### src/rtl/edge_search_pkg.sv
package edge_search_pkg;

  typedef enum logic [2:0] {
    LC_NOP,
    LC_LOAD,
    LC_SHIFT,
    LC_CLASS,
    LC_FINE
  } lane_cmd_e;

  // start offset, in units of the coarse spacing, chosen by a 3-bit pattern
  function automatic logic [1:0] pat_offset(input logic [2:0] p);
    case (p)
      3'b000, 3'b100: return 2'd2;
      3'b001, 3'b101: return 2'd1;
      default:        return 2'd0;
    endcase
  endfunction

  // only the two "high, high" patterns search downward
  function automatic logic pat_forward(input logic [2:0] p);
    return !(p[2] && p[1]);
  endfunction

  function automatic logic lane_active(input int idx, input int n, input logic half);
    return !half || (idx < n / 2);
  endfunction

endpackage

### src/rtl/edge_lane.sv
module edge_lane
  import edge_search_pkg::*;
#(
  parameter int DLY_W   = 9,
  parameter int SPACING = 26
) (
  input  logic             clk,
  input  logic             rst_n,
  input  logic             active_i,
  input  lane_cmd_e        cmd_i,
  input  logic [1:0]       coarse_idx_i,
  input  logic             bit_i,
  input  logic [DLY_W-1:0] init_dly_i,
  output logic [DLY_W-1:0] dly_o,
  output logic             found_o,
  output logic             found_nx_o
);

  logic [DLY_W-1:0] base_q, dly_q, dly_nx;
  logic [2:0]       pat_q, pat_nx;
  logic             fwd_q, fwd_nx, found_q, found_nx;

  function automatic logic [DLY_W-1:0] at_offset(input logic [DLY_W-1:0] b,
                                                 input logic [1:0] idx);
    return b + DLY_W'(idx) * DLY_W'(SPACING);
  endfunction

  always_comb begin
    dly_nx   = dly_q;
    pat_nx   = pat_q;
    fwd_nx   = fwd_q;
    found_nx = found_q;
    case (cmd_i)
      LC_LOAD: begin
        dly_nx   = init_dly_i;
        pat_nx   = 3'b000;
        fwd_nx   = 1'b1;
        found_nx = 1'b0;
      end
      LC_SHIFT: begin
        pat_nx = {pat_q[1:0], bit_i};
        if (active_i) dly_nx = at_offset(base_q, coarse_idx_i);
      end
      LC_CLASS: begin
        fwd_nx   = pat_forward(pat_q);
        found_nx = !active_i;
        if (active_i) dly_nx = at_offset(base_q, pat_offset(pat_q));
      end
      LC_FINE: begin
        if (active_i && !found_q) begin
          if (fwd_q && !bit_i)       dly_nx = dly_q + 1'b1;
          else if (!fwd_q && bit_i)  dly_nx = dly_q - 1'b1;
          else                       found_nx = 1'b1;
        end
      end
      default: ;
    endcase
  end

  always_ff @(posedge clk or negedge rst_n) begin
    if (!rst_n) begin
      base_q  <= '0;
      dly_q   <= '0;
      pat_q   <= '0;
      fwd_q   <= 1'b1;
      found_q <= 1'b0;
    end else begin
      if (cmd_i == LC_LOAD) base_q <= init_dly_i;
      dly_q   <= dly_nx;
      pat_q   <= pat_nx;
      fwd_q   <= fwd_nx;
      found_q <= found_nx;
    end
  end

  assign dly_o      = dly_q;
  assign found_o    = found_q;
  assign found_nx_o = found_nx;

  // a fine step moves the delay by at most one phase step
  assert_single_step_R3: assert property (@(posedge clk) disable iff (!rst_n)
    (cmd_i == LC_FINE) |=> (dly_q == $past(dly_q) ||
                            dly_q == DLY_W'($past(dly_q) + 1'b1) ||
                            dly_q == DLY_W'($past(dly_q) - 1'b1)));

  assert_found_hold_R5: assert property (@(posedge clk) disable iff (!rst_n)
    (found_q && cmd_i == LC_FINE) |=> (found_q && $stable(dly_q)));

  assert_inactive_hold_R6: assert property (@(posedge clk) disable iff (!rst_n)
    (!active_i && cmd_i != LC_LOAD) |=> $stable(dly_q));

endmodule

### src/rtl/edge_ctrl.sv
module edge_ctrl
  import edge_search_pkg::*;
#(
  parameter int NUM_LANES = 4,
  parameter int MAX_ITER  = 64
) (
  input  logic                 clk,
  input  logic                 rst_n,
  input  logic                 start_i,
  input  logic                 half_i,
  input  logic                 prog_ack_i,
  input  logic                 smp_ack_i,
  input  logic [NUM_LANES-1:0] found_nx_i,
  output logic                 prog_o,
  output logic                 smp_req_o,
  output logic                 done_o,
  output logic                 err_o,
  output lane_cmd_e            lane_cmd_o,
  output logic [1:0]           coarse_idx_o,
  output logic [NUM_LANES-1:0] active_o
);

  localparam int IW = $clog2(MAX_ITER + 1);

  typedef enum logic [2:0] {
    S_IDLE, S_CPROG, S_CSMP, S_CLASS, S_FPROG, S_FSMP, S_FIN
  } state_e;

  state_e         state_q;
  logic [1:0]     cnt_q;
  logic [IW-1:0]  iter_q;
  logic           half_q, err_q;
  logic           all_found, last_iter;

  for (genvar i = 0; i < NUM_LANES; i++) begin : g_act
    assign active_o[i] = lane_active(i, NUM_LANES, half_q);
  end

  assign all_found    = &found_nx_i;
  assign last_iter    = (iter_q == IW'(MAX_ITER - 1));
  assign coarse_idx_o = cnt_q + 2'd1;
  assign prog_o       = (state_q == S_CPROG) || (state_q == S_FPROG);
  assign smp_req_o    = (state_q == S_CSMP)  || (state_q == S_FSMP);
  assign done_o       = (state_q == S_FIN);
  assign err_o        = err_q;

  always_comb begin
    lane_cmd_o = LC_NOP;
    case (state_q)
      S_IDLE:  if (start_i)   lane_cmd_o = LC_LOAD;
      S_CSMP:  if (smp_ack_i) lane_cmd_o = LC_SHIFT;
      S_CLASS:                lane_cmd_o = LC_CLASS;
      S_FSMP:  if (smp_ack_i) lane_cmd_o = LC_FINE;
      default: ;
    endcase
  end

  always_ff @(posedge clk or negedge rst_n) begin
    if (!rst_n) begin
      state_q <= S_IDLE;
      cnt_q   <= '0;
      iter_q  <= '0;
      half_q  <= 1'b0;
      err_q   <= 1'b0;
    end else begin
      case (state_q)
        S_IDLE: if (start_i) begin
          half_q  <= half_i;
          err_q   <= 1'b0;
          cnt_q   <= '0;
          iter_q  <= '0;
          state_q <= S_CPROG;
        end
        S_CPROG: if (prog_ack_i) state_q <= S_CSMP;
        S_CSMP: if (smp_ack_i) begin
          if (cnt_q == 2'd2) state_q <= S_CLASS;
          else begin
            cnt_q   <= cnt_q + 2'd1;
            state_q <= S_CPROG;
          end
        end
        S_CLASS: state_q <= S_FPROG;
        S_FPROG: if (prog_ack_i) state_q <= S_FSMP;
        S_FSMP: if (smp_ack_i) begin
          if (all_found) state_q <= S_FIN;
          else if (last_iter) begin
            err_q   <= 1'b1;
            state_q <= S_FIN;
          end else begin
            iter_q  <= iter_q + 1'b1;
            state_q <= S_FPROG;
          end
        end
        S_FIN:   state_q <= S_IDLE;
        default: state_q <= S_IDLE;
      endcase
    end
  end

  assert_no_overlap_R8: assert property (@(posedge clk) disable iff (!rst_n)
    !(prog_o && smp_req_o));

  assert_prog_hold_R8: assert property (@(posedge clk) disable iff (!rst_n)
    (prog_o && !prog_ack_i) |=> prog_o);

  assert_req_hold_R8: assert property (@(posedge clk) disable iff (!rst_n)
    (smp_req_o && !smp_ack_i) |=> smp_req_o);

  assert_done_pulse_R5: assert property (@(posedge clk) disable iff (!rst_n)
    done_o |=> !done_o);

  assert_err_at_end_R7: assert property (@(posedge clk) disable iff (!rst_n)
    $rose(err_o) |-> done_o);

  assert_busy_start_R9: assert property (@(posedge clk) disable iff (!rst_n)
    (state_q != S_IDLE && start_i) |-> (lane_cmd_o != LC_LOAD));

endmodule

### src/rtl/edge_search_fsm.sv
module edge_search_fsm
  import edge_search_pkg::*;
#(
  parameter int NUM_LANES = 4,
  parameter int DLY_W     = 9,
  parameter int SPACING   = 26,
  parameter int MAX_ITER  = 64
) (
  input  logic                       clk,
  input  logic                       rst_n,
  input  logic                       start_i,
  input  logic                       half_width_i,
  input  logic [NUM_LANES*DLY_W-1:0] init_dly_i,
  output logic                       prog_o,
  input  logic                       prog_ack_i,
  output logic [NUM_LANES*DLY_W-1:0] dly_o,
  output logic                       smp_req_o,
  input  logic                       smp_ack_i,
  input  logic [NUM_LANES-1:0]       smp_bits_i,
  output logic                       done_o,
  output logic                       err_o
);

  lane_cmd_e            lane_cmd;
  logic [1:0]           coarse_idx;
  logic [NUM_LANES-1:0] active, found, found_nx;

  edge_ctrl #(
    .NUM_LANES (NUM_LANES),
    .MAX_ITER  (MAX_ITER)
  ) ctrl_i (
    .clk          (clk),
    .rst_n        (rst_n),
    .start_i      (start_i),
    .half_i       (half_width_i),
    .prog_ack_i   (prog_ack_i),
    .smp_ack_i    (smp_ack_i),
    .found_nx_i   (found_nx),
    .prog_o       (prog_o),
    .smp_req_o    (smp_req_o),
    .done_o       (done_o),
    .err_o        (err_o),
    .lane_cmd_o   (lane_cmd),
    .coarse_idx_o (coarse_idx),
    .active_o     (active)
  );

  for (genvar i = 0; i < NUM_LANES; i++) begin : g_lane
    edge_lane #(
      .DLY_W   (DLY_W),
      .SPACING (SPACING)
    ) lane_i (
      .clk          (clk),
      .rst_n        (rst_n),
      .active_i     (active[i]),
      .cmd_i        (lane_cmd),
      .coarse_idx_i (coarse_idx),
      .bit_i        (smp_bits_i[i]),
      .init_dly_i   (init_dly_i[i*DLY_W +: DLY_W]),
      .dly_o        (dly_o[i*DLY_W +: DLY_W]),
      .found_o      (found[i]),
      .found_nx_o   (found_nx[i])
    );
  end

  // the search cannot finish cleanly while an active lane is still searching
  assert_clean_end_R5: assert property (@(posedge clk) disable iff (!rst_n)
    (done_o && !err_o) |-> (&found));

endmodule

### config.mk
export PLATFORM = sky130hd
export DESIGN_NAME = edge_search_fsm
export DESIGN_NICKNAME = d
export VERILOG_FILES = /design/src/rtl/edge_search_pkg.sv /design/src/rtl/edge_lane.sv /design/src/rtl/edge_ctrl.sv /design/src/rtl/edge_search_fsm.sv
export SDC_FILE = /design/constraint.sdc
export NUM_CORES = 1
export LEC_CHECK = 0
export ABC_CLOCK_PERIOD_IN_PS = 6100
export BUFFER_PORTS_ARGS = -buffer_cell sky130_fd_sc_hd__buf_4
export CELL_PAD_IN_SITES_DETAIL_PLACEMENT = 1
export CELL_PAD_IN_SITES_GLOBAL_PLACEMENT = 2
export CORE_ASPECT_RATIO = 1.75
export CORE_UTILIZATION = 39
export DETAILED_ROUTE_END_ITERATION = 12
export MAX_ROUTING_LAYER = met4
export PLACE_DENSITY_LB_ADDON = 0.1
export SYNTH_ARGS = -nofsm -noshare
export SYNTH_HDL_FRONTEND = slang
export SYNTH_SLANG_ARGS = --single-unit
### constraint.sdc
create_clock -name clk -period 6.1 [get_ports clk]
set_input_delay 0.305 -clock clk [delete_from_list [all_inputs] [get_ports clk]]
set_output_delay 0.305 -clock clk [all_outputs]
set_load 0.02 [all_outputs]
==> results of run 1 <==
==> placed cells by master, fill, tap and decap left out, types with 18 or more instances in the layout <==
cell type / instances
sky130_fd_sc_hd__ha_1: 71
sky130_fd_sc_hd__xnor2_1: 26
sky130_fd_sc_hd__nor2_1: 62
sky130_fd_sc_hd__o21ai_0: 66
sky130_fd_sc_hd__dfrtp_1: 102
sky130_fd_sc_hd__buf_4: 95
sky130_fd_sc_hd__inv_1: 53
sky130_fd_sc_hd__nor2b_1: 21
sky130_fd_sc_hd__a21oi_1: 53
sky130_fd_sc_hd__a211oi_1: 18
sky130_fd_sc_hd__nand2_1: 160
sky130_fd_sc_hd__o21a_1: 18
==> per-layer routing <==
metal	GRT usage	up-vias	part of all wire
met4	0.0733	0	0.020
met3	0.0212	25	0.016
met2	0.467	79	0.55
met5	-	-	0
met1	0.287	3529	0.41
li1	-	3413	-
==> cell type report <==
type | instances | area [sq um] | share of cell area
clock buffer | 9 | 225 | 0.0250
clock inverter | 7 | 53.8 | 0.00598
inverter | 53 | 199 | 0.0221
multi-input combinational | 724 | 4830 | 0.537
sequential | 106 | 2660 | 0.296
tap | 245 | 307 | 0.0341
timing repair buffer | 96 | 723 | 0.0804
==> worst paths after layout <==
kind | startpoint | to | slack, ps | depth (start not counted)
min in group asynchronous | rst_n | g_lane[3].lane_i.dly_o[4] | 490 | 2
min reg2reg | g_lane[2].lane_i.pat_q[2] | g_lane[2].lane_i.fwd_q | 430 | 1
max in group asynchronous | rst_n | g_lane[0].lane_i.base_q[7] | 4290 | 3
max reg2reg | ctrl_i.state_q[0] | g_lane[1].lane_i.dly_o[7] | 2110 | 11
min | half_width_i | ctrl_i.half_q | 130 | 3
max | ctrl_i.state_q[0] | g_lane[1].lane_i.dly_o[7] | 2110 | 11
==> timing repair <==
item / 4_1_cts / 5_1_grt
endpoints found under the hold margin: 40 / 0
hold buffers: 1 / 0
gates resized for setup: 0 / 0
==> state kept, by name, summed over array words and instances, names as in the netlist <==
name / count
g_lane.lane_i.found_o: 4
ctrl_i.state_q: 3
g_lane.lane_i.pat_q: 12
ctrl_i.cnt_q: 2
g_lane.lane_i.fwd_q: 4
g_lane.lane_i.base_q: 36
g_lane.lane_i.dly_o: 36
ctrl_i.iter_q: 7
ctrl_i.err_o: 1
ctrl_i.half_q: 1
==> synth_stat cells (all sizes together) (18+ instances only) <==
cell | number | area share
nand2 | 160 | 0.076
dfrtp | 102 | 0.32
ha | 71 | 0.11
o21ai | 69 | 0.044
nor2 | 65 | 0.032
a21oi | 54 | 0.035
inv | 53 | 0.025
clkbuf | 28 | 0.013
xnor2 | 26 | 0.029
nor2b | 21 | 0.017
a211oi | 18 | 0.017
o21a | 18 | 0.017
==> cell families (layout without fill, tap and decap cells) <==
logic type | count (synthesis) | count (layout)
buf+inv | 95 | 165
flops | 106 | 106
compound gates | 277 | 277
mux | 7 | 7
simple gates | 322 | 322
fa+ha+maj | 79 | 79
xor+xnor | 39 | 39
==> worst min-delay path, stage by stage <==
cell,delay [ps]
sky130_fd_sc_hd__buf_4,80
sky130_fd_sc_hd__nand2_1,40
sky130_fd_sc_hd__nand2_1,40
==> through the flow <==
stage,area (sq um),utilization,hold slack (ps)
detailed placement,8700,0.441,370
global placement,8700,0.441,367
floorplan,7860,-,9.41
global route,8990,0.456,143
CTS,8990,0.456,124
finish,8990,0.456,129
==> power breakdown <==
group / total, uW / internal, uW / switching, uW
sequential: 1300 / 988 / 309
clock: 581 / 281 / 300
combinational: 3330 / 1400 / 1930
==> impl_metrics.prom, run 1 <==
# TYPE chip_impl_metric gauge
chip_impl_metric{name="floorplan.core_area",unit="sq um"} 19700
chip_impl_metric{name="nets",unit=""} 1115
chip_impl_metric{name="synthXorXnorAreaFrac",unit=""} 0.0434
chip_impl_metric{name="ys_async_sr_fraction",unit=""} 1.00
chip_impl_metric{name="num_antenna_cells",unit=""} 0
chip_impl_metric{name="die-area",unit="sq um"} 20800
chip_impl_metric{name="drive_gt1_frac",unit=""} 0.131
chip_impl_metric{name="vdd_ir_drop_max",unit="mV"} 0.233
chip_impl_metric{name="cp.buffers_inverters",unit=""} 1
chip_impl_info{name="synth_flop_cell",value="sky130_fd_sc_hd__dfrtp_1"} 1
chip_impl_metric{name="rows",unit=""} 68
chip_impl_metric{name="timing.critical_path.fanout_max",unit=""} 23
chip_impl_metric{name="clockBufferDepth",unit=""} 2
chip_impl_info{name="setup_repair_after_global_routing_missed_its_margin",value="false"} 1
chip_impl_metric{name="grt_pass1_wl",unit="mm"} 39.1
chip_impl_metric{name="timing.critical_path.arrival",unit="ps"} 4220
chip_impl_metric{name="grt_pass1_vias",unit=""} 7463
chip_impl_metric{name="pin_count_of_the_biggest_net_entering_global_routing",unit=""} 65
chip_impl_metric{name="timing.clock.skew",unit="ps"} 11.0
chip_impl_metric{name="last_weighted_congestion_value_of_the_routability_driven_placer",unit=""} 0.803
chip_impl_info{name="critical_path.startpoint_type",value="register"} 1
chip_impl_metric{name="remaining_drc_errors",unit=""} 0
chip_impl_metric{name="design_power_total",unit="uW"} 5210
chip_impl_metric{name="synth.avg_cell_area",unit="sq um"} 8.50
chip_impl_metric{name="clock-sinks",unit=""} 106
chip_impl_metric{name="via_density_per_instance",unit=""} 5.68
chip_impl_metric{name="power_leakage",unit="uW"} 0.00420
chip_impl_metric{name="synth_adder_area_share",unit=""} 0.133
chip_impl_info{name="setup.worst_path.end_class",value="register"} 1
chip_impl_metric{name="power-per-cell-area",unit="nW/um^2"} 579
chip_impl_metric{name="post_synth_mux_area_share",unit=""} 0.00939
chip_impl_metric{name="chipHeight",unit="microns"} 190
chip_impl_metric{name="synthCells",unit=""} 925
chip_impl_metric{name="layout-area-overhead-vs-synth",unit="%"} 14.4
chip_impl_info{name="crit_type",value="reg2reg"} 1
chip_impl_metric{name="seq_area_frac_synth",unit=""} 0.338
chip_impl_metric{name="cell_count_after_placement",unit=""} 1223
chip_impl_metric{name="finalMaxSlewViolations",unit=""} 0
chip_impl_metric{name="fillCellCount",unit=""} 2422
chip_impl_metric{name="length_of_the_first_detailed_routing_pass_in_iterations",unit=""} 4
chip_impl_metric{name="grt_antenna_before_repair",unit=""} 0
chip_impl_metric{name="synth_enable_flop_cells",unit=""} 0
chip_impl_metric{name="required",unit="ps"} 6330
chip_impl_metric{name="worstMarginPinSlew",unit="ps"} 947
chip_impl_metric{name="final_cell_count_no_fill",unit=""} 1240
chip_impl_info{name="cts.root.buffer_cell",value="sky130_fd_sc_hd__clkbuf_16"} 1
chip_impl_info{name="critical_path.slowest_cell",value="sky130_fd_sc_hd__dfrtp_1"} 1
chip_impl_info{name="worstHoldPathType",value="in2reg"} 1
chip_impl_metric{name="dp.final_hpwl",unit="mm"} 17.8
chip_impl_metric{name="finalWorstPathRequiredPeriod",unit="ps"} 3990
chip_impl_metric{name="worst_slew_margin",unit=""} 0.366
chip_impl_metric{name="drt_first_iter_violations",unit=""} 196
chip_impl_metric{name="synth_compound_gate_area_share",unit=""} 0.237
chip_impl_metric{name="htreeDepth",unit=""} 3
chip_impl_metric{name="synth.lib_cells_used.distinct",unit=""} 68
chip_impl_metric{name="cap_violations",unit=""} 0
chip_impl_metric{name="fmax",unit="GHz"} 0.251
chip_impl_metric{name="drt-total-wl",unit="mm"} 24.3
chip_impl_metric{name="final.setup.tns",unit="ps"} 0
chip_impl_metric{name="inserted_clock_buffers",unit=""} 9
chip_impl_info{name="cp_cell_sequence",value="nand3b_1 -> o31ai_1 -> ha_1 -> inv_1 -> fa_1 -> nor2b_1 -> o2111ai_1 -> nand4b_1 -> xor2_1 -> a221oi_1 -> a21oi_1"} 1
chip_impl_metric{name="worst_skew_pair.late_latency",unit="ps"} 360
chip_impl_metric{name="cts.reportedPaths.clkPinSlew",unit="ps"} 80
chip_impl_metric{name="wire_per_inst",unit="microns"} 19.6
chip_impl_metric{name="dp_worst_setup_slack",unit="ps"} 2110
chip_impl_metric{name="simple_gate_portion_of_the_synthesized_area",unit=""} 0.190
chip_impl_info{name="outcome",value="complete, no violations"} 1
chip_impl_metric{name="timing.final.ws_setup",unit="ps"} 2110
chip_impl_metric{name="layout_worst_path_cycle_share",unit=""} 0.654
chip_impl_metric{name="hold_viol_final",unit=""} 0
chip_impl_metric{name="cts_post_setup_buffers_inserted",unit=""} 0
chip_impl_metric{name="route.antenna.remaining_nets",unit=""} 0
chip_impl_metric{name="vias",unit=""} 7046
chip_impl_metric{name="global_route.overflow_total",unit=""} 0
chip_impl_metric{name="io-pin-count",unit=""} 86
chip_impl_info{name="path_delay_family",value="compound AO/OA/AOI/OAI gates"} 1
chip_impl_metric{name="synth.ff_latch_count",unit=""} 106
chip_impl_metric{name="grt_util_all_layers",unit=""} 0.254
chip_impl_metric{name="place.port_buffers",unit=""} 85
chip_impl_metric{name="floorplan.initialDensity",unit=""} 0.398
chip_impl_metric{name="critical_path.max_stage_delay",unit="ps"} 860
chip_impl_metric{name="syn_area",unit="sq um"} 7860
chip_impl_info{name="tritoncts_clock_tree",value="built"} 1
chip_impl_metric{name="final-setup-viol-count",unit=""} 0
chip_impl_metric{name="syn-num-nets",unit=""} 1050
chip_impl_metric{name="die_width",unit="microns"} 109
chip_impl_metric{name="synth_warnings",unit=""} 0
chip_impl_info{name="synth_top_family_by_area",value="compound AO/OA/AOI/OAI gates"} 1
No activity file was read; power rests on OpenSTA's default activity.
==> inputs of run 2 (changes only) <==
Settings changed: ABC_AREA set to 1, ABC_CLOCK_PERIOD_IN_PS 6100 to 3400, CORE_UTILIZATION 39 to 31.
Clock period 6.1 ns to 3.4 ns, I/O delays scaled along.
==> run 2 against run 1 <==
Hold slack got worse by 120 ps. Utilization shrank 8.5 points. Final area is 6.7% higher. Maximum frequency up 34%. Combinational power rose by 89%. Worst setup slack worse by 1700 ps. Clock power increased by 96%. Critical path depth is 5 higher. Critical endpoint is now g_lane[2].lane_i.dly_o[5]. Register-to-register slack worse by 1700 ps. Wire length rose by 12%.
==> impl_metrics.prom, run 2 <==
# TYPE chip_impl_metric gauge
chip_impl_metric{name="synth.ff_latch_count",unit=""} 106
chip_impl_info{name="synthTopCellsByCount",value="291 x sky130_fd_sc_hd__nand2_1, 154 x sky130_fd_sc_hd__inv_1, 102 x sky130_fd_sc_hd__dfrtp_1"} 1
chip_impl_metric{name="required",unit="ps"} 3700
chip_impl_info{name="yosysMostFrequentCell",value="sky130_fd_sc_hd__nand2_1"} 1
chip_impl_metric{name="timing.critical_path.fanout_max",unit=""} 15
chip_impl_metric{name="cell_count_after_placement",unit=""} 1522
chip_impl_metric{name="final.setup.tns",unit="ps"} 0
chip_impl_metric{name="io-pin-count",unit=""} 86
chip_impl_metric{name="clock-sinks",unit=""} 106
chip_impl_metric{name="critical_path.max_stage_delay",unit="ps"} 670
chip_impl_info{name="setup_repair_after_global_routing_missed_its_margin",value="false"} 1
chip_impl_metric{name="drt-total-wl",unit="mm"} 27.1
chip_impl_info{name="path_delay_family",value="compound AO/OA/AOI/OAI gates"} 1
chip_impl_metric{name="num_antenna_cells",unit=""} 0
chip_impl_info{name="critical_path.slowest_cell",value="sky130_fd_sc_hd__dfrtp_1"} 1
chip_impl_metric{name="drt_first_iter_violations",unit=""} 277
chip_impl_metric{name="grt_antenna_before_repair",unit=""} 0
chip_impl_metric{name="nets",unit=""} 1352
chip_impl_info{name="crit_type",value="reg2reg"} 1
chip_impl_metric{name="post_cts_resize_count",unit=""} 0
chip_impl_metric{name="drive_gt1_frac",unit=""} 0.124
chip_impl_metric{name="cts.reportedPaths.clkPinSlew",unit="ps"} 70
chip_impl_metric{name="synthXorXnorAreaFrac",unit=""} 0.00969
chip_impl_metric{name="remaining_drc_errors",unit=""} 0
chip_impl_metric{name="synth.avg_cell_area",unit="sq um"} 7.20
chip_impl_metric{name="ys_async_sr_fraction",unit=""} 1.00
chip_impl_metric{name="global_route.overflow_total",unit=""} 0
chip_impl_info{name="critical_path.startpoint_type",value="register"} 1
chip_impl_metric{name="layout-area-overhead-vs-synth",unit="%"} 17.9
chip_impl_metric{name="post_synth_mux_area_share",unit=""} 0.00123
chip_impl_metric{name="floorplan.core_area",unit="sq um"} 25900
chip_impl_metric{name="cp.buffers_inverters",unit=""} 4
chip_impl_metric{name="pin_count_of_the_biggest_net_entering_global_routing",unit=""} 60
chip_impl_metric{name="synth_adder_area_share",unit=""} 0.129
chip_impl_metric{name="htreeDepth",unit=""} 3
chip_impl_metric{name="vias",unit=""} 7839
chip_impl_metric{name="worstMarginPinSlew",unit="ps"} 862
chip_impl_metric{name="synthCells",unit=""} 1131
chip_impl_metric{name="synth_enable_flop_cells",unit=""} 0
chip_impl_metric{name="power_leakage",unit="uW"} 0.00494
chip_impl_info{name="cts.root.buffer_cell",value="sky130_fd_sc_hd__clkbuf_16"} 1
chip_impl_metric{name="clockBufferDepth",unit=""} 2
chip_impl_metric{name="wire_per_inst",unit="microns"} 17.5
chip_impl_metric{name="syn_area",unit="sq um"} 8140
chip_impl_metric{name="final-setup-viol-count",unit=""} 0
chip_impl_info{name="tritoncts_clock_tree",value="built"} 1
chip_impl_metric{name="via_density_per_instance",unit=""} 5.05
chip_impl_info{name="ys_top_cells_by_area",value="sky130_fd_sc_hd__dfrtp_1 31%, sky130_fd_sc_hd__nand2_1 13%, sky130_fd_sc_hd__ha_1 11%"} 1
chip_impl_metric{name="fmax",unit="GHz"} 0.337
chip_impl_metric{name="vdd_ir_drop_max",unit="mV"} 0.412
chip_impl_info{name="synth_top_family_by_area",value="simple AND/OR/NAND/NOR gates"} 1
chip_impl_metric{name="rows",unit=""} 78
chip_impl_info{name="layout.cells.most_common",value="sky130_fd_sc_hd__nand2_1"} 1
chip_impl_metric{name="grt_pass1_vias",unit=""} 8402
chip_impl_metric{name="seq_area_frac_synth",unit=""} 0.327
chip_impl_metric{name="hold_viol_final",unit=""} 0
chip_impl_metric{name="floorplan.initialDensity",unit=""} 0.315
chip_impl_metric{name="reg2reg_setup_slack",unit="ps"} 430
chip_impl_metric{name="inserted_clock_buffers",unit=""} 9
chip_impl_metric{name="power-per-cell-area",unit="nW/um^2"} 1010
chip_impl_metric{name="final_cell_count_no_fill",unit=""} 1552
chip_impl_metric{name="worst_skew_pair.late_latency",unit="ps"} 370
chip_impl_metric{name="synth.lib_cells_used.distinct",unit=""} 49
chip_impl_metric{name="dp.final_hpwl",unit="mm"} 21.0
chip_impl_metric{name="simple_gate_portion_of_the_synthesized_area",unit=""} 0.285
chip_impl_metric{name="last_weighted_congestion_value_of_the_routability_driven_placer",unit=""} 0.786
chip_impl_metric{name="chipHeight",unit="microns"} 216
chip_impl_metric{name="length_of_the_first_detailed_routing_pass_in_iterations",unit=""} 4
chip_impl_info{name="worstHoldPathType",value="in2reg"} 1
chip_impl_metric{name="finalMaxSlewViolations",unit=""} 0
chip_impl_metric{name="timing.clock.skew",unit="ps"} 5.23
chip_impl_metric{name="syn-num-nets",unit=""} 1256
chip_impl_info{name="post-synth-top-area-cell",value="sky130_fd_sc_hd__dfrtp_1"} 1
chip_impl_info{name="synth_flop_cell",value="sky130_fd_sc_hd__dfrtp_1"} 1
chip_impl_metric{name="route.antenna.remaining_nets",unit=""} 0
chip_impl_info{name="outcome",value="complete, no violations"} 1
chip_impl_metric{name="yosysTopAreaCellShare",unit=""} 0.314
chip_impl_metric{name="synth_compound_gate_area_share",unit=""} 0.157
chip_impl_metric{name="grt_pass1_wl",unit="mm"} 44.6
chip_impl_metric{name="layout_worst_path_cycle_share",unit=""} 0.874
chip_impl_metric{name="core_occupancy_in_the_finished_layout",unit=""} 0.371
chip_impl_metric{name="fillCellCount",unit=""} 3272
chip_impl_info{name="setup.worst_path.end_class",value="register"} 1
chip_impl_metric{name="worst_slew_margin",unit=""} 0.425
chip_impl_info{name="most_frequent_cells_in_the_layout",value="291 x sky130_fd_sc_hd__nand2_1, 153 x sky130_fd_sc_hd__inv_1, 102 x sky130_fd_sc_hd__dfrtp_1, 95 x sky130_fd_sc_hd__buf_4, 91 x sky130_fd_sc_hd__a21oi_1"} 1
chip_impl_metric{name="finalWorstPathRequiredPeriod",unit="ps"} 2970
chip_impl_metric{name="cap_violations",unit=""} 0
chip_impl_metric{name="timing.critical_path.arrival",unit="ps"} 3270
chip_impl_metric{name="place.port_buffers",unit=""} 85
chip_impl_info{name="cp_cell_sequence",value="nand3_4 -> inv_2 -> o21ai_0 -> nand2_1 -> inv_1 -> ha_1 -> inv_1 -> fa_1 -> inv_1 -> nand2_1 -> a21oi_1 -> o21ai_0 -> nand2_1 -> o21ai_0 -> nor2_1 -> a21oi_1"} 1
chip_impl_metric{name="grt_util_all_layers",unit=""} 0.217
chip_impl_metric{name="die-area",unit="sq um"} 26900
chip_impl_metric{name="synth_warnings",unit=""} 0
chip_impl_metric{name="die_width",unit="microns"} 124
==> run 2: final timing paths <==
check                                             end                      start  cells after the start
hold reg to reg                g_lane[0].lane_i.fwd_q  g_lane[0].lane_i.pat_q[2]                      1
setup / recovery            g_lane[2].lane_i.dly_o[5]          ctrl_i.state_q[0]                     16
min in group asynchronous   g_lane[2].lane_i.dly_o[7]                      rst_n                      2
max in group asynchronous      g_lane[1].lane_i.fwd_q                      rst_n                      3
setup reg to reg            g_lane[2].lane_i.dly_o[5]          ctrl_i.state_q[0]                     16
hold / removal             g_lane[2].lane_i.base_q[4]             init_dly_i[22]                      3
==> run 2: cell families after synthesis <==
logic type | count (synthesis)
buffers and inverters | 188
XOR/XNOR | 9
AND/OR/NAND/NOR | 518
multiplexers | 1
adder cells (fa/ha/maj) | 79
AO/OA/AOI/OAI | 230
flip-flops | 106
==> run 2: repair_timing <==
item	in CTS	in global routing
setup buffers	0	0
hold endpoints to repair	70	0
hold buffers	14	0
==> run 2: final cells by class <==
type | count | area (sq um) | share of cell area
Clock inverter | 4 | 50.0 | 0.00522
Inverter | 163 | 612 | 0.0638
Sequential cell | 106 | 2660 | 0.277
Timing Repair Buffer | 110 | 873 | 0.0911
Clock buffer | 12 | 256 | 0.0267
Tap cell | 320 | 400 | 0.0417
Multi-Input combinational cell | 837 | 4740 | 0.494
==> run 2: stage by stage <==
| stage | hold WS (ps) | instance area [sq um] | worst slack (ps) | power (uW) |
|---|---|---|---|---|
| 4_1_cts | 0.546 | 9590 | 398 | 9910 |
| 6_report | 12.1 | 9590 | 428 | 9730 |
| 2_1_floorplan | -126 | 8140 | 968 | 6650 |
| 5_1_grt | 12.3 | 9590 | 12.4 | 10800 |
| 3_5_place_dp | 348 | 9140 | 420 | 8680 |
| 3_3_place_gp | 345 | 9140 | 480 | 8610 |
==> run 2: per-layer routing <==
| layer | track usage | up-vias | routed length (microns) |
|---|---|---|---|
| li1 | - | 3930 | - |
| met1 | 0.238 | 3806 | 11500 |
| met2 | 0.410 | 80 | 14900 |
| met3 | 0.0217 | 23 | 432 |
| met4 | 0.0574 | 0 | 357 |
| met5 | - | - | 0 |
==> run 2: worst register-to-register path, stage by stage, from the launching register on <==
cell,delay (ps)
sky130_fd_sc_hd__dfrtp_1,670
sky130_fd_sc_hd__nand3_4,240
sky130_fd_sc_hd__inv_2,310
sky130_fd_sc_hd__o21ai_0,140
sky130_fd_sc_hd__nand2_1,70
sky130_fd_sc_hd__inv_1,60
sky130_fd_sc_hd__ha_1,220
sky130_fd_sc_hd__inv_1,80
sky130_fd_sc_hd__fa_1,160
sky130_fd_sc_hd__inv_1,70
sky130_fd_sc_hd__nand2_1,90
sky130_fd_sc_hd__a21oi_1,90
sky130_fd_sc_hd__o21ai_0,180
sky130_fd_sc_hd__nand2_1,60
sky130_fd_sc_hd__o21ai_0,250
sky130_fd_sc_hd__nor2_1,70
sky130_fd_sc_hd__a21oi_1,130
==> run 2: report_power, final <==
group          internal (uW)  switching [uW]  leakage, uW
sequential              1800             495      0.00131
combinational           2240            4040      0.00349
clock                    612             531     0.000145
total                   4660            5070      0.00494
==> inputs of run 3 (changes only) <==
Settings changed: BUFFER_PORTS_ARGS -buffer_cell sky130_fd_sc_hd__buf_4 to -buffer_cell sky130_fd_sc_hd__buf_2, SKIP_CTS_REPAIR_TIMING set to 1.
==> run 3 against run 2 <==
Die area stayed put. Critical path depth did not move. First-iteration DRC count fell by 19%. Cell count shrank 0.77%. Largest power group unchanged. Clock-buffer cell count shrank 3. Final area fell by 3.6%. Clock skew rose by 1.4 ps. Maximum frequency rose by 1.5%. Clock power about the same.
==> impl_metrics.prom, run 3 (synthesized netlist as in run 2, its figures left out) <==
# TYPE chip_impl_metric gauge
chip_impl_info{name="outcome",value="complete, no violations"} 1
chip_impl_metric{name="hold_viol_final",unit=""} 0
chip_impl_metric{name="vdd_ir_drop_max",unit="mV"} 0.379
chip_impl_metric{name="inserted_clock_buffers",unit=""} 9
chip_impl_info{name="rr_startpoint",value="ctrl_i.state_q[0]"} 1
chip_impl_metric{name="final-setup-viol-count",unit=""} 0
chip_impl_metric{name="timing.critical_path.arrival",unit="ps"} 3240
chip_impl_metric{name="layout-area-overhead-vs-synth",unit="%"} 13.6
chip_impl_metric{name="dp.final_hpwl",unit="mm"} 21.2
chip_impl_info{name="critical_path.startpoint_type",value="register"} 1
chip_impl_info{name="hold-path-endpoint",value="g_lane[3].lane_i.base_q[1]"} 1
chip_impl_metric{name="multiInputGateArea",unit="sq um"} 4740
chip_impl_metric{name="final.setup.tns",unit="ps"} 0
chip_impl_metric{name="drt-total-wl",unit="mm"} 27.7
chip_impl_metric{name="timing.hold.worst_path_depth",unit=""} 3
chip_impl_metric{name="floorplan.initialDensity",unit=""} 0.315
chip_impl_metric{name="num_antenna_cells",unit=""} 0
chip_impl_metric{name="cts.reportedPaths.clkPinSlew",unit="ps"} 80
chip_impl_metric{name="place.port_buffers",unit=""} 85
chip_impl_metric{name="grt_pass1_wl",unit="mm"} 44.9
chip_impl_metric{name="fmax",unit="GHz"} 0.342
chip_impl_info{name="setup_repair_after_global_routing_missed_its_margin",value="false"} 1
chip_impl_info{name="tritoncts_clock_tree",value="built"} 1
chip_impl_metric{name="grt_pass1_vias",unit=""} 8372
chip_impl_metric{name="cap_violations",unit=""} 0
chip_impl_info{name="layout.cells.most_common",value="sky130_fd_sc_hd__nand2_1"} 1
chip_impl_metric{name="nets",unit=""} 1340
chip_impl_metric{name="global_route.overflow_total",unit=""} 0
chip_impl_metric{name="core_occupancy_in_the_finished_layout",unit=""} 0.358
chip_impl_metric{name="timing.clock.skew",unit="ps"} 6.67
chip_impl_metric{name="grt_util_all_layers",unit=""} 0.221
chip_impl_metric{name="drt_first_iter_violations",unit=""} 223
chip_impl_info{name="setup.worst_path.end_class",value="register"} 1
chip_impl_metric{name="power_leakage",unit="uW"} 0.00481
chip_impl_metric{name="cell_count_after_placement",unit=""} 1523
chip_impl_metric{name="htreeDepth",unit=""} 3
chip_impl_metric{name="final_cell_count_no_fill",unit=""} 1540
chip_impl_metric{name="floorplan.core_area",unit="sq um"} 25900
chip_impl_info{name="crit_type",value="reg2reg"} 1
chip_impl_metric{name="met2_usage",unit=""} 0.407
chip_impl_metric{name="clockBufferDepth",unit=""} 2
chip_impl_metric{name="worst_slew_margin",unit=""} 0.451
chip_impl_metric{name="last_weighted_congestion_value_of_the_routability_driven_placer",unit=""} 0.774
chip_impl_metric{name="reg2reg_setup_slack",unit="ps"} 470
chip_impl_metric{name="finalMaxSlewViolations",unit=""} 0
chip_impl_metric{name="grt_antenna_before_repair",unit=""} 0
chip_impl_metric{name="die_width",unit="microns"} 124
chip_impl_info{name="crit-reg2reg-capture",value="g_lane[2].lane_i.dly_o[5]"} 1
chip_impl_metric{name="fillCellCount",unit=""} 3257
chip_impl_metric{name="pin_count_of_the_biggest_net_entering_global_routing",unit=""} 48
chip_impl_metric{name="via_density_per_instance",unit=""} 5.08
chip_impl_metric{name="required",unit="ps"} 3710
chip_impl_metric{name="clock-sinks",unit=""} 106
chip_impl_metric{name="remaining_drc_errors",unit=""} 0
chip_impl_metric{name="worstRegToRegCells",unit=""} 16
chip_impl_metric{name="groute.layer.met1.usage",unit=""} 0.243
chip_impl_info{name="worstHoldPathType",value="in2reg"} 1
chip_impl_metric{name="worstMarginPinSlew",unit="ps"} 823
chip_impl_info{name="hold_path_startpoint",value="init_dly_i[28]"} 1
chip_impl_info{name="top_usage_layer",value="met2"} 1
chip_impl_metric{name="wire_per_inst",unit="microns"} 18.0
chip_impl_metric{name="register_area",unit="sq um"} 2660
chip_impl_info{name="cts.root.buffer_cell",value="sky130_fd_sc_hd__clkbuf_16"} 1
chip_impl_metric{name="timing.critical_path.fanout_max",unit=""} 15
chip_impl_metric{name="layout_worst_path_cycle_share",unit=""} 0.861
chip_impl_metric{name="chipHeight",unit="microns"} 216
chip_impl_metric{name="io-pin-count",unit=""} 86
chip_impl_metric{name="rows",unit=""} 78
chip_impl_metric{name="finalWorstPathRequiredPeriod",unit="ps"} 2930
chip_impl_metric{name="length_of_the_first_detailed_routing_pass_in_iterations",unit=""} 6
chip_impl_metric{name="route.antenna.remaining_nets",unit=""} 0
chip_impl_info{name="most_frequent_cells_in_the_layout",value="291 x sky130_fd_sc_hd__nand2_1, 153 x sky130_fd_sc_hd__inv_1, 102 x sky130_fd_sc_hd__dfrtp_1, 91 x sky130_fd_sc_hd__a21oi_1"} 1
chip_impl_metric{name="power-per-cell-area",unit="nW/um^2"} 1040
chip_impl_metric{name="groute.layer.met3.usage",unit=""} 0.0165
chip_impl_metric{name="die-area",unit="sq um"} 26900
chip_impl_metric{name="vias",unit=""} 7826
chip_impl_metric{name="drive_gt1_frac",unit=""} 0.127
chip_impl_metric{name="worst_skew_pair.late_latency",unit="ps"} 380
[run 3: cell types whose count changed in the layout (fill, tap and decap cells not counted)]
cell                            change
sky130_fd_sc_hd__buf_4             -83
sky130_fd_sc_hd__clkbuf_8           -2
sky130_fd_sc_hd__clkinv_2           +2
sky130_fd_sc_hd__clkinv_4           +2
sky130_fd_sc_hd__dlygate4sd3_1     -13
sky130_fd_sc_hd__buf_2             +84
sky130_fd_sc_hd__clkbuf_1           -1
sky130_fd_sc_hd__clkinvlp_4         -1
[run 3: metal layers]
layer  vias to the layer above  routed length (microns)
li1                       3917                        -
met1                      3791                    11700
met2                        87                    14900
met3                        31                      462
met4                         0                      688
met5                         -                        0
[run 3: per-stage QoR]
step | hold WS [ps] | instance area [sq um] | worst slack (ps) | power [uW]
2_1_floorplan | -126 | 8140 | 968 | 6650
3_3_place_gp | 205 | 8940 | 465 | 8490
3_5_place_dp | 210 | 8940 | 446 | 8560
4_1_cts | -212 | 9240 | 414 | 9750
5_1_grt | 11.3 | 9250 | 154 | 10700
6_report | 5.99 | 9250 | 472 | 9590
[run 3: area by class of cell]
| type | instances | share of cell area |
|---|---|---|
| flip-flops and latches | 106 | 0.287 |
| inverters | 163 | 0.0662 |
| well taps | 320 | 0.0433 |
| clock buffers | 9 | 0.0244 |
| clock inverters | 7 | 0.00758 |
| repair buffers | 98 | 0.0585 |
| multi-input cells | 837 | 0.513 |
[run 3: worst max path at each step]
stage	depth (start not counted)	endpoint	start	slack, ps
floorplan	15	g_lane[1].lane_i.dly_o[6]	ctrl_i.state_q[2]	970
global placement	15	g_lane[2].lane_i.dly_o[5]	ctrl_i.state_q[0]	470
detailed placement	14	g_lane[2].lane_i.dly_o[5]	ctrl_i.state_q[0]	450
CTS	14	g_lane[2].lane_i.dly_o[5]	ctrl_i.state_q[0]	410
global route	15	g_lane[0].lane_i.dly_o[7]	ctrl_i.state_q[0]	150
finish	16	g_lane[2].lane_i.dly_o[5]	ctrl_i.state_q[0]	470
[run 3: power breakdown]
part | leakage (uW) | internal [uW] | switching, uW
Sequential | 0.00131 | 1800 | 489
Clock | 0.000145 | 571 | 553
Combinational | 0.00336 | 2100 | 4080
[run 3: worst max-delay path, cell delays in order (launching register included)]
cell and delay (ps):
sky130_fd_sc_hd__dfrtp_1 670, sky130_fd_sc_hd__nand3_4 220, sky130_fd_sc_hd__inv_2 290, sky130_fd_sc_hd__o21ai_0 140
sky130_fd_sc_hd__nand2_1 70, sky130_fd_sc_hd__inv_1 60, sky130_fd_sc_hd__ha_1 230, sky130_fd_sc_hd__inv_1 90
sky130_fd_sc_hd__fa_1 150, sky130_fd_sc_hd__inv_1 60, sky130_fd_sc_hd__nand2_1 90, sky130_fd_sc_hd__a21oi_1 90
sky130_fd_sc_hd__o21ai_0 160, sky130_fd_sc_hd__nand2_1 60, sky130_fd_sc_hd__o21ai_0 250, sky130_fd_sc_hd__nor2_1 70
sky130_fd_sc_hd__a21oi_1 150
